--- config.mk ---
export PLATFORM = sky130hd
export DESIGN_NAME = tmr_channel
export DESIGN_NICKNAME = d
export VERILOG_FILES = /design/src/rtl/tmr_pkg.sv /design/src/rtl/tmr_prescaler.sv /design/src/rtl/tmr_count_unit.sv /design/src/rtl/tmr_ctrl_reg.sv /design/src/rtl/tmr_channel.sv
export SDC_FILE = /design/constraint.sdc
export NUM_CORES = 1
export LEC_CHECK = 0
export BUFFER_PORTS_ARGS = -buffer_cell sky130_fd_sc_hd__buf_4
export CAP_MARGIN = 5
export CORE_MARGIN = 4
export CORE_UTILIZATION = 30
export CTS_CLUSTER_SIZE = 8
export DETAILED_ROUTE_END_ITERATION = 10
export GPL_ROUTABILITY_DRIVEN = 0
export HOLD_SLACK_MARGIN = 0.03
export PLACE_DENSITY_LB_ADDON = 0.1
export SYNTH_ARGS = -nofsm -noshare
export SYNTH_HDL_FRONTEND = slang
export SYNTH_SLANG_ARGS = --single-unit
--- constraint.sdc ---
create_clock -name clk -period 2.5 [get_ports clk]
set_input_delay 0.375 -clock clk [delete_from_list [all_inputs] [get_ports clk]]
set_output_delay 0.375 -clock clk [all_outputs]
set_load 0.02 [all_outputs]
--- src/rtl/tmr_pkg.sv ---
package tmr_pkg;
  localparam int unsigned DATA_W     = 32;
  localparam int unsigned SEL_W      = 3;
  localparam int unsigned CTRL_KEEP_W = 8;
  localparam int unsigned IRQ_EN_BIT = 5;
  localparam int unsigned FLAG_BIT   = 8;

  typedef enum logic [1:0] {
    REG_RELOAD = 2'd0,
    REG_COUNT  = 2'd1,
    REG_CTRL   = 2'd2,
    REG_CAPT   = 2'd3
  } reg_sel_e;
endpackage

--- src/rtl/tmr_prescaler.sv ---
module tmr_prescaler #(
  parameter int unsigned NUM_RATES  = 5,
  parameter int unsigned BASE_SHIFT = 2,
  parameter int unsigned STEP_SHIFT = 2,
  parameter bit          EXT_EN     = 1'b1
) (
  input  logic                   clk,
  input  logic                   rst_n,
  input  logic [tmr_pkg::SEL_W-1:0] sel_i,
  input  logic                   ext_tick_i,
  output logic                   tick_o
);
  localparam int unsigned PRE_W = BASE_SHIFT + STEP_SHIFT * (NUM_RATES - 1);
  localparam logic [tmr_pkg::SEL_W-1:0] NUM_SEL  = tmr_pkg::SEL_W'(NUM_RATES);
  localparam logic [tmr_pkg::SEL_W-1:0] EXT_CODE = '1;

  logic [PRE_W-1:0]     pre_q;
  logic [PRE_W-1:0]     pre_d;
  logic [NUM_RATES-1:0] rate_hit;

  always_comb pre_d = pre_q + 1'b1;

  always_ff @(posedge clk or negedge rst_n) begin
    if (!rst_n) pre_q <= '0;
    else        pre_q <= pre_d;
  end

  for (genvar g = 0; g < NUM_RATES; g++) begin : g_rate
    localparam int unsigned HW = BASE_SHIFT + STEP_SHIFT * g;
    assign rate_hit[g] = &pre_q[HW-1:0];
  end

  always_comb begin
    tick_o = 1'b0;
    if (sel_i < NUM_SEL)
      tick_o = rate_hit[sel_i];
    else if (EXT_EN && (sel_i == EXT_CODE))
      tick_o = ext_tick_i;
  end
endmodule

--- src/rtl/tmr_count_unit.sv ---
module tmr_count_unit #(
  parameter int unsigned W = tmr_pkg::DATA_W
) (
  input  logic         clk,
  input  logic         rst_n,
  input  logic         tick_i,
  input  logic         run_i,
  input  logic         hold_i,
  input  logic         reload_wr_i,
  input  logic         count_wr_i,
  input  logic [W-1:0] wdata_i,
  output logic         step_o,
  output logic [W-1:0] reload_o,
  output logic [W-1:0] count_o,
  output logic         unf_o
);
  logic [W-1:0] reload_q, reload_d;
  logic [W-1:0] count_q, count_d;
  logic         at_zero;

  always_comb begin
    at_zero  = (count_q == '0);
    step_o   = run_i & tick_i & ~hold_i;
    unf_o    = step_o & at_zero & ~count_wr_i;
    reload_d = reload_wr_i ? wdata_i : reload_q;
    count_d  = count_q;
    if (count_wr_i)
      count_d = wdata_i;
    else if (step_o)
      count_d = at_zero ? reload_q : count_q - 1'b1;
  end

  always_ff @(posedge clk or negedge rst_n) begin
    if (!rst_n) begin
      reload_q <= '1;
      count_q  <= '1;
    end else begin
      reload_q <= reload_d;
      count_q  <= count_d;
    end
  end

  assign reload_o = reload_q;
  assign count_o  = count_q;
endmodule

--- src/rtl/tmr_ctrl_reg.sv ---
module tmr_ctrl_reg (
  input  logic                               clk,
  input  logic                               rst_n,
  input  logic                               wr_i,
  input  logic [tmr_pkg::FLAG_BIT:0]          wdata_i,
  input  logic                               unf_set_i,
  output logic [tmr_pkg::CTRL_KEEP_W-1:0]     ctrl_o,
  output logic                               flag_o
);
  logic [tmr_pkg::CTRL_KEEP_W-1:0] ctrl_q, ctrl_d;
  logic                            flag_q, flag_d;

  always_comb begin
    ctrl_d = wr_i ? wdata_i[tmr_pkg::CTRL_KEEP_W-1:0] : ctrl_q;
    flag_d = flag_q;
    if (unf_set_i)
      flag_d = 1'b1;
    else if (wr_i && !wdata_i[tmr_pkg::FLAG_BIT])
      flag_d = 1'b0;
  end

  always_ff @(posedge clk or negedge rst_n) begin
    if (!rst_n) begin
      ctrl_q <= '0;
      flag_q <= 1'b0;
    end else begin
      ctrl_q <= ctrl_d;
      flag_q <= flag_d;
    end
  end

  assign ctrl_o = ctrl_q;
  assign flag_o = flag_q;
endmodule

--- src/rtl/tmr_channel.sv ---
module tmr_channel #(
  parameter int unsigned NUM_RATES  = 5,
  parameter bit          EXT_CLK_EN = 1'b1,
  parameter logic [31:0] CAPT_VALUE = 32'h5A5A_0F0F
) (
  input  logic        clk,
  input  logic        rst_n,
  input  logic        run_i,
  input  logic        ext_tick_i,
  input  logic        wr_en_i,
  input  logic [1:0]  addr_i,
  input  logic [31:0] wdata_i,
  output logic [31:0] rdata_o,
  output logic        irq_o
);
  import tmr_pkg::*;

  reg_sel_e                sel;
  logic                    reload_wr, count_wr, ctrl_wr;
  logic                    tick, step, unf;
  logic [DATA_W-1:0]       reload_val, count_val;
  logic [CTRL_KEEP_W-1:0]  ctrl_val;
  logic                    flag;

  always_comb begin
    sel       = reg_sel_e'(addr_i);
    reload_wr = wr_en_i && (sel == REG_RELOAD);
    count_wr  = wr_en_i && (sel == REG_COUNT);
    ctrl_wr   = wr_en_i && (sel == REG_CTRL);
  end

  tmr_prescaler #(
    .NUM_RATES (NUM_RATES),
    .BASE_SHIFT(2),
    .STEP_SHIFT(2),
    .EXT_EN    (EXT_CLK_EN)
  ) u_pre (
    .clk       (clk),
    .rst_n     (rst_n),
    .sel_i     (ctrl_val[SEL_W-1:0]),
    .ext_tick_i(ext_tick_i),
    .tick_o    (tick)
  );

  tmr_count_unit #(.W(DATA_W)) u_cnt (
    .clk        (clk),
    .rst_n      (rst_n),
    .tick_i     (tick),
    .run_i      (run_i),
    .hold_i     (ctrl_wr),
    .reload_wr_i(reload_wr),
    .count_wr_i (count_wr),
    .wdata_i    (wdata_i),
    .step_o     (step),
    .reload_o   (reload_val),
    .count_o    (count_val),
    .unf_o      (unf)
  );

  tmr_ctrl_reg u_ctrl (
    .clk      (clk),
    .rst_n    (rst_n),
    .wr_i     (ctrl_wr),
    .wdata_i  (wdata_i[FLAG_BIT:0]),
    .unf_set_i(unf),
    .ctrl_o   (ctrl_val),
    .flag_o   (flag)
  );

  always_comb begin
    unique case (sel)
      REG_RELOAD: rdata_o = reload_val;
      REG_COUNT:  rdata_o = count_val;
      REG_CTRL:   rdata_o = {{(DATA_W-FLAG_BIT-1){1'b0}}, flag, ctrl_val};
      default:    rdata_o = CAPT_VALUE;
    endcase
  end

  assign irq_o = flag & ctrl_val[IRQ_EN_BIT];
endmodule

==> results.py <==
metrics = {
    "outcome": {
        "outcome": "finished clean",
    },
    "drt": {
        "detail_route.wl_per_cell_um": 18.9,
        "via_per_inst": 5.23,
        "first_iter_violations": 269,
        "ant_nets": 0,
        "firstDrtPassIters": 4,
        "vias": 4366,
        "remaining_drc_errors": 0,
        "wl_um": 15800,
    },
    "layout": {
        "multiInputGateArea_mm2": 0.00278,
        "num-nets-final": 652,
        "fin_util_pct": 38.0,
        "final_common_cell": "buf_4",
        "fill_cells": 1722,
        "diodes": 0,
        "drive_above_1_share_pct": 36.9,
        "final_cell_mix": "buf_4 (92), dfstp_2 (64), nand2_1 (60), nor2_1 (48), mux2_2 (42)",
        "area_growth_syn_to_layout_pct": 23.5,
        "fin_cells": 835,
        "register_area_mm2": 0.00216,
    },
    "worst_setup_path": {
        "worst_path_max_delay_cell": "or3b_2",
        "cp_top_family": "simple AND/OR/NAND/NOR gates",
        "reg2reg_from": "u_cnt.count_o[0]$_DFFE_PN1P_",
        "end_kind": "flip-flop",
        "crit_required_ns": 2.77,
        "crit_type": "reg2reg",
        "cpPeakStageDelay_ns": 0.47,
        "cp-start-kind": "flip-flop",
        "worstPathMaxFanout": 25,
        "crit_start": "u_cnt.count_o[0]$_DFFE_PN1P_",
        "crit_chain": "inv_1 > ha_1 > or3b_2 > nor4_4 > nand4_1 > buf_12 > o31ai_2 > a21oi_1 > a211o_1",
        "path_buf_inv": 2,
        "arrival_ns": 2.62,
    },
    "global_route": {
        "grt-ovfl-total": 0,
        "grt.total_usage_pct": 16.8,
        "use_met2_pct": 26.2,
        "grt_max_degree": 84,
        "gr-usage-met1_pct": 23.9,
        "grt_pass1_wl_um": 26000,
        "grt_pass1_vias": 4676,
        "grtUsageMet3_pct": 2.62,
        "top_usage_layer": "met2",
        "grt_antenna_before_repair": 0,
    },
    "timing": {
        "setup_violations": 0,
        "fin_skew_ns": 0.00536,
        "fin_crit_ns": 2.35,
        "tightestPinTransition_ns": 0.551,
        "hold_slack_ns": 0.0584,
        "slew_headroom_pct": 63.0,
        "slew_viol_final": 0,
        "setup-tns-final_ns": 0,
        "max_freq_mhz": 425,
        "finalCritPeriodShare_pct": 94.1,
        "hold_viol": 0,
        "rsz0062_at_grt": "no",
    },
    "clocking": {
        "clk_pin_slew_ns": 0.06,
        "cts_buffers": 9,
        "clkSinkCount": 83,
        "cts_root_buf": "clkbuf_16",
        "htree_levels": 3,
        "cts_buffer_depth": 2,
        "hold_buffers": 0,
        "cts_tree": "yes",
        "insertion_delay_ns": 0.34,
    },
    "logic_synthesis": {
        "synth_seq_cells": 83,
        "ys.flop_type": "dfstp_2",
        "syn_avg_cell_area_um2": 9.49,
        "yosys_warnings": 0,
        "synth_cell_types": 61,
        "synth_nets": 581,
        "synth_edf_count": 0,
        "syn_area_mm2": 0.00512,
        "ys_async_sr_fraction_pct": 100,
        "synthCells": 539,
        "seq_area_frac_synth_pct": 42.2,
    },
    "floorplanning": {
        "die_h_um": 139,
        "die_w_um": 139,
        "row_count": 47,
        "core_mm2": 0.0166,
        "start_util_pct": 30.7,
        "io_pins": 72,
        "die_area_mm2": 0.0192,
    },
    "power_and_ir_drop": {
        "power_density_mw_per_mm2": 823,
        "power_mw": 5.20,
        "peakVddDrop_v": 0.000342,
        "p_leak_nw": 2.70,
    },
    "place": {
        "dpl.hpwl_um": 11200,
        "placedCellCount": 818,
        "portBuffers": 71,
    },
    "min_path": {
        "hold_path.class": "in2async",
    },
    "job": {
        "maxCapViolations": 0,
    },
}
-- stage by stage --
step,setup WS [ns],cell area (um^2)
after CTS,0.105,6300
after floorplan,0.339,5120
after global routing,0.00292,6320
after global placement,0.166,5990
final,0.148,6320
after detailed placement,0.113,5990
-- kinds of logic (layout without fill, tap and decap cells) --
family	after synthesis	in the layout	share of synthesized area, %
xor+xnor	27	27	4.62
compound gates	116	116	14.4
simple gates	192	192	18.9
flops	83	83	42.2
fa+ha+maj	3	3	0.734
buf+inv	44	120	3.74
mux	74	74	15.5
-- path summary, 6_finish.rpt --
kind,endpoint,slack [ns],depth (start not counted)
max,u_cnt.count_o[7]$_DFFE_PN1P_,0.15,9
min,u_ctrl.ctrl_o[5]$_DFFE_PN0P_,0.06,2
max in group asynchronous,u_cnt.reload_o[25]$_DFFE_PN1P_,2.04,2
min reg2reg,u_pre.pre_q[8]$_DFF_PN0_,0.47,1
max reg2reg,u_cnt.count_o[7]$_DFFE_PN1P_,0.15,9
min in group clk,u_cnt.count_o[2]$_DFFE_PN1P_,0.26,3
-- power by group --
| part | switching [mW] | internal (mW) | leakage (nW) |
|---|---|---|---|
| sequential | 0.419 | 1.87 | 0.906 |
| clock | 0.537 | 0.856 | 0.153 |
| combinational | 0.795 | 0.726 | 1.64 |
-- what timing repair did --
action | in CTS | in global routing
setup endpoints to repair | 0 | 2
buffers inserted | 0 | 1
gates resized for setup | 0 | 2
-- cells in the mapped netlist, types with 2 or more instances --
master	number	area share, %
o21ai_1	11	1.1
mux2i_1	32	6.3
mux2_2	42	9.2
a2bb2oi_1	3	0.51
buf_6	2	0.44
and3_1	5	0.61
nand4_1	7	0.86
nand3_1	21	2.1
dfrtp_1	19	9.3
or3_1	6	0.73
o211ai_1	12	1.8
a211oi_1	4	0.59
xor2_1	17	2.9
ha_1	3	0.73
a21oi_1	27	2.6
o21ai_0	21	2.1
inv_1	8	0.59
nor4_1	6	0.73
and4_1	4	0.68
nand2_1	60	4.4
o22ai_1	14	1.7
nor2b_1	4	0.49
and2_1	7	0.86
clkbuf_1	25	1.8
o22a_1	3	0.51
xnor2_1	10	1.7
nor2_1	48	3.5
dfstp_2	64	33
a21o_1	2	0.29
buf_2	6	0.59
nor3_1	10	0.98
a31oi_1	3	0.37
nand2b_1	2	0.24
o31ai_1	2	0.29
buf_1	2	0.15
o2111ai_1	2	0.34
-- registers in the layout (all words and copies together), names as in the netlist --
name / flops
u_cnt.count_o: 32
u_cnt.reload_o: 32
u_pre.pre_q: 10
u_ctrl.ctrl_o: 8
u_ctrl.flag_o: 1
-- final cells by class --
cell class | instances | area share, %
multi-input cells | 412 | 43.9
flip-flops and latches | 83 | 34.1
repair buffers | 96 | 12.2
well taps | 220 | 4.36
clock buffers | 14 | 4.34
clock inverters | 2 | 0.555
inverters | 8 | 0.475
-- metal layers --
layer,share of wire [%],vias up
met5,0,-
met1,49,2192
met3,3.8,17
met2,46,74
li1,-,2083
met4,1.4,0
Note: power is estimated with default switching activity, not from simulation.
